--- config.mk ---
export PLATFORM = sky130hd
export DESIGN_NAME = wcomb_buffer
export DESIGN_NICKNAME = d
export VERILOG_FILES = /design/src/rtl/wcb_pkg.sv /design/src/rtl/wcb_order.sv /design/src/rtl/wcb_lines.sv /design/src/rtl/wcb_ctrl.sv /design/src/rtl/wcomb_buffer.sv
export SDC_FILE = /design/constraint.sdc
export NUM_CORES = 2
export LEC_CHECK = 0
export BUFFER_PORTS_ARGS = -buffer_cell sky130_fd_sc_hd__buf_2
export CAP_MARGIN = 25
export CORE_UTILIZATION = 45
export DETAILED_ROUTE_END_ITERATION = 8
export GPL_TIMING_DRIVEN = 0
export MAX_ROUTING_LAYER = met4
export PLACE_DENSITY = 0.64
export SYNTH_ARGS = -nofsm -noshare
export SYNTH_HDL_FRONTEND = slang
export SYNTH_SLANG_ARGS = --single-unit
export TNS_END_PERCENT = 1
--- constraint.sdc ---
create_clock -name clk -period 15.3 [get_ports clk]
set_clock_uncertainty 0.05 [all_clocks]
set_input_delay 2.295 -clock clk [delete_from_list [all_inputs] [get_ports clk]]
set_output_delay 2.295 -clock clk [all_outputs]
set_load 0.005 [all_outputs]
--- src/rtl/wcb_pkg.sv ---
package wcb_pkg;

    localparam int DEF_ADDR_W     = 32;
    localparam int DEF_WORD_BYTES = 8;
    localparam int DEF_LINE_BYTES = 64;
    localparam int DEF_ENTRIES    = 4;

    typedef enum logic [2:0] {
        K_STORE  = 3'd0,
        K_LOAD   = 3'd1,
        K_SFENCE = 3'd2,
        K_MFENCE = 3'd3,
        K_LOCK   = 3'd4,
        K_INTR   = 3'd5
    } kind_e;

    typedef enum logic [1:0] {
        MT_WB = 2'd0,
        MT_WC = 2'd1,
        MT_UC = 2'd2
    } mtype_e;

    typedef enum logic [1:0] {
        MC_LINE_WR = 2'd0,
        MC_UC_WR   = 2'd1,
        MC_READ    = 2'd2
    } mcmd_e;

    // How a request is handled
    typedef enum logic [2:0] {
        RT_ABSORB,    // handled by the cache path, nothing to do here
        RT_COMBINE,   // merge into a line entry
        RT_READ_NOW,  // combining-memory read, bypasses held entries
        RT_UC_READ,   // uncached read after a full drain
        RT_UC_WRITE,  // uncached write after a full drain
        RT_BARRIER    // fence, lock or interrupt: accept once empty
    } route_e;

    function automatic route_e classify(logic [2:0] kind, logic [1:0] mtype, logic nt);
        route_e r;
        case (kind)
            K_STORE: begin
                if (nt || mtype == MT_WC) r = RT_COMBINE;
                else if (mtype == MT_WB)  r = RT_ABSORB;
                else                      r = RT_UC_WRITE;
            end
            K_LOAD: begin
                if (mtype == MT_WB)      r = RT_ABSORB;
                else if (mtype == MT_WC) r = RT_READ_NOW;
                else                     r = RT_UC_READ;
            end
            K_SFENCE, K_MFENCE, K_LOCK, K_INTR: r = RT_BARRIER;
            default: r = RT_ABSORB;
        endcase
        return r;
    endfunction

endpackage

--- src/rtl/wcb_order.sv ---
// Allocation-order ring: oldest entry at head, next free slot at tail.
module wcb_order #(
    parameter int ENTRIES = 4,
    localparam int PTR_W = $clog2(ENTRIES),
    localparam int CNT_W = $clog2(ENTRIES + 1)
) (
    input  logic             clk,
    input  logic             rst,
    input  logic             push,
    input  logic             pop,
    output logic [PTR_W-1:0] head,
    output logic [PTR_W-1:0] tail,
    output logic             full,
    output logic             empty
);

    logic [CNT_W-1:0] count_q;
    logic [PTR_W-1:0] head_q;
    logic [CNT_W:0]   sum;

    always_ff @(posedge clk) begin
        if (rst) begin
            count_q <= '0;
            head_q  <= '0;
        end else begin
            count_q <= count_q + CNT_W'(push) - CNT_W'(pop);
            if (pop) begin
                head_q <= (head_q == PTR_W'(ENTRIES - 1)) ? '0 : head_q + 1'b1;
            end
        end
    end

    always_comb begin
        sum   = (CNT_W + 1)'(head_q) + (CNT_W + 1)'(count_q);
        tail  = (sum >= (CNT_W + 1)'(ENTRIES)) ? PTR_W'(sum - (CNT_W + 1)'(ENTRIES))
                                               : PTR_W'(sum);
        head  = head_q;
        full  = (count_q == CNT_W'(ENTRIES));
        empty = (count_q == '0);
    end

endmodule

--- src/rtl/wcb_lines.sv ---
// Line storage: tag, data and byte enables per entry, with tag lookup and byte merge.
module wcb_lines #(
    parameter int ENTRIES    = 4,
    parameter int TAG_W      = 26,
    parameter int LINE_BYTES = 64,
    localparam int PTR_W  = $clog2(ENTRIES),
    localparam int LINE_W = LINE_BYTES * 8
) (
    input  logic                  clk,
    input  logic                  rst,
    input  logic [TAG_W-1:0]      lk_tag,
    output logic [ENTRIES-1:0]    hit,
    input  logic                  wr_en,
    input  logic                  wr_alloc,
    input  logic [PTR_W-1:0]      wr_slot,
    input  logic [LINE_W-1:0]     wr_data,
    input  logic [LINE_BYTES-1:0] wr_be,
    input  logic                  clr_en,
    input  logic [PTR_W-1:0]      clr_slot,
    input  logic [PTR_W-1:0]      rd_slot,
    output logic [TAG_W-1:0]      rd_tag,
    output logic [LINE_W-1:0]     rd_data,
    output logic [LINE_BYTES-1:0] rd_be
);

    logic [ENTRIES-1:0][TAG_W-1:0]      tag_v;
    logic [ENTRIES-1:0][LINE_W-1:0]     data_v;
    logic [ENTRIES-1:0][LINE_BYTES-1:0] be_v;

    for (genvar e = 0; e < ENTRIES; e++) begin : g_ent
        logic                  vld_r;
        logic [TAG_W-1:0]      tag_r;
        logic [LINE_W-1:0]     data_r;
        logic [LINE_BYTES-1:0] be_r;
        logic [LINE_W-1:0]     merged;
        logic                  sel_wr;

        assign sel_wr = wr_en && (wr_slot == PTR_W'(e));

        always_comb begin
            for (int b = 0; b < LINE_BYTES; b++) begin
                merged[b*8 +: 8] = wr_be[b] ? wr_data[b*8 +: 8] : data_r[b*8 +: 8];
            end
        end

        always_ff @(posedge clk) begin
            if (rst) begin
                vld_r <= 1'b0;
            end else if (sel_wr) begin
                vld_r <= 1'b1;
            end else if (clr_en && clr_slot == PTR_W'(e)) begin
                vld_r <= 1'b0;
            end
        end

        always_ff @(posedge clk) begin
            if (sel_wr) begin
                tag_r  <= lk_tag;
                data_r <= wr_alloc ? wr_data : merged;
                be_r   <= wr_alloc ? wr_be : (be_r | wr_be);
            end
        end

        assign hit[e]    = vld_r && (tag_r == lk_tag);
        assign tag_v[e]  = tag_r;
        assign data_v[e] = data_r;
        assign be_v[e]   = be_r;
    end

    assign rd_tag  = tag_v[rd_slot];
    assign rd_data = data_v[rd_slot];
    assign rd_be   = be_v[rd_slot];

endmodule

--- src/rtl/wcb_ctrl.sv ---
// Decides per cycle whether the memory port carries an eviction or the request itself.
module wcb_ctrl
    import wcb_pkg::*;
(
    input  logic   req_valid,
    input  route_e route,
    input  logic   hit_any,
    input  logic   full,
    input  logic   empty,
    input  logic   mem_ready,
    output logic   evict,
    output logic   direct,
    output logic   req_ready,
    output logic   store_wr,
    output logic   pop
);

    logic need_drain;
    logic is_uc;

    always_comb begin
        is_uc      = (route == RT_UC_READ) || (route == RT_UC_WRITE);
        need_drain = is_uc || (route == RT_BARRIER);
        evict      = req_valid && ((need_drain && !empty) ||
                                   (route == RT_COMBINE && !hit_any && full));
        direct     = req_valid && !evict && (is_uc || route == RT_READ_NOW);
        case (route)
            RT_COMBINE, RT_ABSORB: req_ready = !evict;
            RT_BARRIER:            req_ready = empty;
            default:               req_ready = !evict && mem_ready;
        endcase
        store_wr = req_valid && (route == RT_COMBINE) && !evict;
        pop      = evict && mem_ready;
    end

endmodule

--- src/rtl/wcomb_buffer.sv ---
module wcomb_buffer
    import wcb_pkg::*;
#(
    parameter int ADDR_W     = DEF_ADDR_W,
    parameter int WORD_BYTES = DEF_WORD_BYTES,
    parameter int LINE_BYTES = DEF_LINE_BYTES,
    parameter int ENTRIES    = DEF_ENTRIES
) (
    input  logic                    clk,
    input  logic                    rst,
    input  logic                    req_valid,
    output logic                    req_ready,
    input  logic [2:0]              req_kind,
    input  logic [1:0]              req_mtype,
    input  logic                    req_nt,
    input  logic [ADDR_W-1:0]       req_addr,
    input  logic [WORD_BYTES*8-1:0] req_wdata,
    input  logic [WORD_BYTES-1:0]   req_be,
    output logic                    mem_valid,
    input  logic                    mem_ready,
    output logic [1:0]              mem_cmd,
    output logic [ADDR_W-1:0]       mem_addr,
    output logic [LINE_BYTES*8-1:0] mem_wdata,
    output logic [LINE_BYTES-1:0]   mem_be,
    output logic                    busy,
    output logic                    drain_done
);

    localparam int WORD_W = WORD_BYTES * 8;
    localparam int LINE_W = LINE_BYTES * 8;
    localparam int OFF_W  = $clog2(LINE_BYTES);
    localparam int BSEL_W = $clog2(WORD_BYTES);
    localparam int WSEL_W = OFF_W - BSEL_W;
    localparam int TAG_W  = ADDR_W - OFF_W;
    localparam int PTR_W  = $clog2(ENTRIES);

    typedef struct packed {
        mcmd_e                 cmd;
        logic [ADDR_W-1:0]     addr;
        logic [LINE_W-1:0]     data;
        logic [LINE_BYTES-1:0] be;
    } beat_t;

    route_e                route;
    logic [TAG_W-1:0]      req_tag;
    logic [WSEL_W-1:0]     req_word;
    logic [LINE_W-1:0]     lane_data;
    logic [LINE_BYTES-1:0] lane_be;
    logic [ENTRIES-1:0]    hit;
    logic                  hit_any;
    logic [PTR_W-1:0]      hit_idx;
    logic [PTR_W-1:0]      head, tail, wr_slot;
    logic                  full, empty;
    logic                  evict, direct, store_wr, pop;
    logic [TAG_W-1:0]      rd_tag;
    logic [LINE_W-1:0]     rd_data;
    logic [LINE_BYTES-1:0] rd_be;
    beat_t                 line_beat, direct_beat, beat;

    always_comb begin
        route     = classify(req_kind, req_mtype, req_nt);
        req_tag   = req_addr[ADDR_W-1:OFF_W];
        req_word  = req_addr[OFF_W-1:BSEL_W];
        lane_data = LINE_W'(req_wdata) << (int'(req_word) * WORD_W);
        lane_be   = LINE_BYTES'(req_be) << (int'(req_word) * WORD_BYTES);
        hit_any   = |hit;
        hit_idx   = '0;
        for (int e = 0; e < ENTRIES; e++) begin
            if (hit[e]) hit_idx = PTR_W'(e);
        end
        wr_slot = hit_any ? hit_idx : tail;
    end

    wcb_ctrl u_ctrl (
        .req_valid (req_valid),
        .route     (route),
        .hit_any   (hit_any),
        .full      (full),
        .empty     (empty),
        .mem_ready (mem_ready),
        .evict     (evict),
        .direct    (direct),
        .req_ready (req_ready),
        .store_wr  (store_wr),
        .pop       (pop)
    );

    wcb_order #(.ENTRIES(ENTRIES)) u_order (
        .clk   (clk),
        .rst   (rst),
        .push  (store_wr && !hit_any),
        .pop   (pop),
        .head  (head),
        .tail  (tail),
        .full  (full),
        .empty (empty)
    );

    wcb_lines #(
        .ENTRIES    (ENTRIES),
        .TAG_W      (TAG_W),
        .LINE_BYTES (LINE_BYTES)
    ) u_lines (
        .clk      (clk),
        .rst      (rst),
        .lk_tag   (req_tag),
        .hit      (hit),
        .wr_en    (store_wr),
        .wr_alloc (!hit_any),
        .wr_slot  (wr_slot),
        .wr_data  (lane_data),
        .wr_be    (lane_be),
        .clr_en   (pop),
        .clr_slot (head),
        .rd_slot  (head),
        .rd_tag   (rd_tag),
        .rd_data  (rd_data),
        .rd_be    (rd_be)
    );

    always_comb begin
        line_beat.cmd    = MC_LINE_WR;
        line_beat.addr   = {rd_tag, {OFF_W{1'b0}}};
        line_beat.data   = rd_data;
        line_beat.be     = rd_be;
        direct_beat.cmd  = (route == RT_UC_WRITE) ? MC_UC_WR : MC_READ;
        direct_beat.addr = req_addr;
        direct_beat.data = (route == RT_UC_WRITE) ? lane_data : '0;
        direct_beat.be   = lane_be;
        beat             = evict ? line_beat : direct_beat;
    end

    assign mem_valid = evict || direct;
    assign mem_cmd   = beat.cmd;
    assign mem_addr  = beat.addr;
    assign mem_wdata = beat.data;
    assign mem_be    = beat.be;
    assign busy      = !empty;

    always_ff @(posedge clk) begin
        if (rst) drain_done <= 1'b0;
        else     drain_done <= req_valid && req_ready && (route == RT_BARRIER);
    end

endmodule

==> results.md <==
* Clk root buf: sky130_fd_sc_hd__clkbuf_16
* Post-CTS setup-driven buffer insertion count at 0
* Top achievable clock speed at 111.9 MHz
* Internal at 0.01120 W
* First-pass GRT wire length at just over 500 mm
* Crit share post-route at 58.42%
* Number of standard cells after synthesis at about 5,800
* Endpoint kind of the worst setup timing path: primary output
* Unrepaired setup endpoints after global routing: false
* Setup total negative slack at 0 ns
* Number of library cell types mapped by synthesis at 54
* CP Data Arrival Time at 6.59 ns
* Flop pwr share at 49.2%
* Die W at 480.2 um
* Row count at 175
* DIE AREA at 230,600 um2
* Number of synthesis warnings at 0
* Total number of H-tree levels at 4
* Hold buffer count at cts at 0
* Initial antenna violation count at 61
* Total via count in the routed design at 65,020
* Final weighted congestion of routability-driven global placement at roughly 0.93
* Net switching power figure at 0.003763 W
* Number of DRC markers in iteration 0 at 10,180
* Number of flops mapped to enable cells by yosys at 2,408
* Multi-input gate area at between 20,000 and 30,000 um2
* Peak per-stage delay on the critical path at 0.91 ns
* Top post-synthesis cells by area: sky130_fd_sc_hd__edfxtp_1, sky130_fd_sc_hd__mux4_2, sky130_fd_sc_hd__a22o_1
* Die extent in y at around 480 um
* Clock insertion delay at the later pin of the skew report at slightly below 0.9 ns
* Post-cts resize count at 0
* Post-DRT Antenna Nets at 0
* Via count of the first global-routing pass at just over 60,000
* Detailed Routing Iterations Pass 1 at 6
* DP Wirelength at 271.1 mm
* Critical path data required time at 12.96 ns
* Count of buffers from port buffering at about 720
* Clock network power share at 38.2%
* Area delta synth->final at 16.37%
* Detail-routed net length per standard cell at 37.53 um
* Number of nets in the synthesized netlist at 5,965
* Layout net count at 7,068
* Status: complete, no violations
* Register Area at 72,510 um2
* Number of register bits inferred by synthesis at 2,418
* Initial core utilization at between 40 and 50%
* Final core utilization at between 50% and 60%
* Hold Path Class: reg -> reg
* Switching portion of total power at 25.15%
* Share of layout cells above drive strength 1 at 28.57%
* Clock tree from TritonCTS: built
* Cell occurring most often along the worst timing path: sky130_fd_sc_hd__buf_2
* DRC violations left at 0
* Largest net degree at the start of global routing at 63
* Reg2reg setup slack at around 10 ns
* Fin cells at between 10,000 and 15,000
* Number of top-level pins at around 730
* Post-synthesis cell area at 102,900 um2
* Worst slew margin relative to its limit at 23.06%
* Post-layout minimum cycle time at 8.938 ns
* Maximum ir drop on the vdd rail at 0.0001195 V
* Share of Yosys cell area claimed by the top area cell type at between 70% and 80%
* Worst-margin pin slew at 1.154 ns
* Share of flip-flops with an asynchronous set or reset after synthesis at 0%
* Worst setup path category: in -> out
* CP startpoint kind: input pin
* Slowest cell on crit path: sky130_fd_sc_hd__mux2i_1
* Part of the Yosys area used for sequential elements at between 70% and 80%
* Filler Cell Count at 18,500
* Leakage at 42.21 nW
* Clock slew at the register clock pins of the worst setup and hold paths at 0.06 ns
* Total setup violations reported at the end of the flow at 0
* Highest fanout seen on the critical path at 10
* Syn_area_per_cell at 17.61 um2
* Final Max Slew Viols at 0
* Max-capacitance violation count at 0
* Number of sinks driven by the clock tree at 2,418
* Number of buffers created by CTS at 239
* Power density normalized to cell area at 125.0 nW/um2
* Dominant synthesized flop cell: sky130_fd_sc_hd__edfxtp_1
* Area inside the core boundary at roughly 230,000 um2
* Vias per std cell at around 6.4
* Cell total after placement at about 9,700
* Routed WL at 382.9 mm
* Combinational share of power at around an eighth
* Ordered cell list for the critical path: buf_2 -> nor3_1 -> and2_1 -> buf_2 -> nor2_1 -> nor2_1 -> nand2_1 -> o21ai_2 -> buf_2 -> buf_4 -> mux2i_1 -> buf_2
* Residual overflow from global routing at 0
* All-layer global routing usage at between 30% and 40%
* Cell family with the largest share of critical-path delay: buffers and inverters
* Longest Clk Path Bufs at 3
* Buffer and inverter count on the worst path at 5
* Area leader, netlist: sky130_fd_sc_hd__edfxtp_1
* Final hold vios at 0
==> final cells by class <==
class / instances / area share (%)
Buffer: 506 / 1.802
Clock buffer: 300 / 5.265
Timing Repair Buffer: 862 / 4.461
Multi-Input combinational cell: 2847 / 23.42
Inverter: 73 / 0.2455
Antenna cell: 44 / 0.09194
Tap cell: 3009 / 3.144
Sequential cell: 2418 / 60.55
Clock inverter: 145 / 1.026
==> synth_stat cells (all sizes together), types with 6 or more instances <==
cell type	number
nand2	585
a21oi	263
ha	6
mux4	602
clkbuf	349
dfxtp	10
mux2i	65
nor2	21
edfxtp	2408
o211a	7
mux2	27
and2	518
nor2b	10
nand4	47
nand3	7
nor4	15
nor3	7
inv	71
xnor2	71
xor2	39
and3b	6
buf	157
a22o	512
==> worst min-delay path, stage by stage, from the launching register on <==
cell,delay (ns)
sky130_fd_sc_hd__edfxtp_1,0.34
sky130_fd_sc_hd__nand2_1,0.05
sky130_fd_sc_hd__nand2_1,0.05
==> metal layers <==
layer / part of all wire [%] / vias up / global-route usage (%) / wire length, um
met3: 14 / 719 / 10.12 / 51780
li1: - / 25540 / - / -
met5: 0 / - / - / 0
met2: 44 / 4868 / 48.01 / 168500
met1: 37 / 33890 / 43.82 / 139800
met4: 6.0 / 0 / 17.13 / 22800
==> flip-flops by register name, summed over array words and instances (netlist names) <==
signal,flops
u_order.head,2
u_lines.g_ent.be_r,256
u_lines.g_ent.tag_r,104
u_order.count_q,3
u_lines.g_ent.data_r,2048
drain_done,1
u_lines.g_ent.vld_r,4
==> logic make-up after synthesis <==
logic type | share of synthesized area (%)
flip-flops | 70.46
XOR/XNOR | 0.9362
adder cells (fa/ha/maj) | 0.09240
AND/OR/NAND/NOR | 6.065
buffers and inverters | 2.325
AO/OA/AOI/OAI | 6.001
multiplexers | 14.12
==> power groups by stage <==
stage               Sequential (W)  Combinational, W  Clock, W
floorplan                  0.00749          0.000935         0
global placement           0.00750           0.00177         0
detailed placement         0.00750           0.00182         0
CTS                        0.00736           0.00183   0.00574
global route               0.00736           0.00194   0.00597
finish                     0.00736           0.00188   0.00572
==> placed cells by master (no fill, tap or decap), types with 15 or more instances in the layout <==
cell type	instances
sky130_fd_sc_hd__a22o_1	512
sky130_fd_sc_hd__buf_1	17
sky130_fd_sc_hd__and2_1	518
sky130_fd_sc_hd__mux2i_1	65
sky130_fd_sc_hd__nand2_1	585
sky130_fd_sc_hd__nor2_1	20
sky130_fd_sc_hd__clkinv_1	61
sky130_fd_sc_hd__mux4_2	602
sky130_fd_sc_hd__buf_2	843
sky130_fd_sc_hd__buf_4	88
sky130_fd_sc_hd__diode_2	44
sky130_fd_sc_hd__clkbuf_2	25
sky130_fd_sc_hd__buf_8	41
sky130_fd_sc_hd__clkbuf_16	243
sky130_fd_sc_hd__nor4_1	15
sky130_fd_sc_hd__clkbuf_1	380
sky130_fd_sc_hd__nand4_1	47
sky130_fd_sc_hd__a21oi_1	224
sky130_fd_sc_hd__a21oi_2	39
sky130_fd_sc_hd__inv_1	67
sky130_fd_sc_hd__clkinv_2	46
sky130_fd_sc_hd__mux2_2	22
sky130_fd_sc_hd__edfxtp_1	2408
sky130_fd_sc_hd__xor2_1	39
sky130_fd_sc_hd__xnor2_1	71
==> through the flow <==
stage               total power, W  setup slack, ns  area (um2)  hold WS [ns]
floorplan                 0.008426            8.528      102900        0.4329
global placement          0.009271            2.903      110300        0.4764
detailed placement        0.009326            6.608      111500        0.4822
CTS                        0.01493            6.597      119000        0.4981
global route               0.01528            6.369      119700        0.5163
finish                     0.01496            6.362      119800        0.4950
==> worst paths after layout <==
| check | start | to | cells after the start |
|---|---|---|---|
| min reg2reg | u_lines.g_ent[3].be_r[20] | u_lines.g_ent[3].be_r[20] | 2 |
| max | req_kind[1] | mem_be[43] | 12 |
| min | u_lines.g_ent[3].be_r[20] | u_lines.g_ent[3].be_r[20] | 2 |
| max reg2reg | u_lines.g_ent[2].tag_r[21] | u_lines.g_ent[1].tag_r[9] | 10 |
Note: power is estimated with default switching activity, not from simulation.
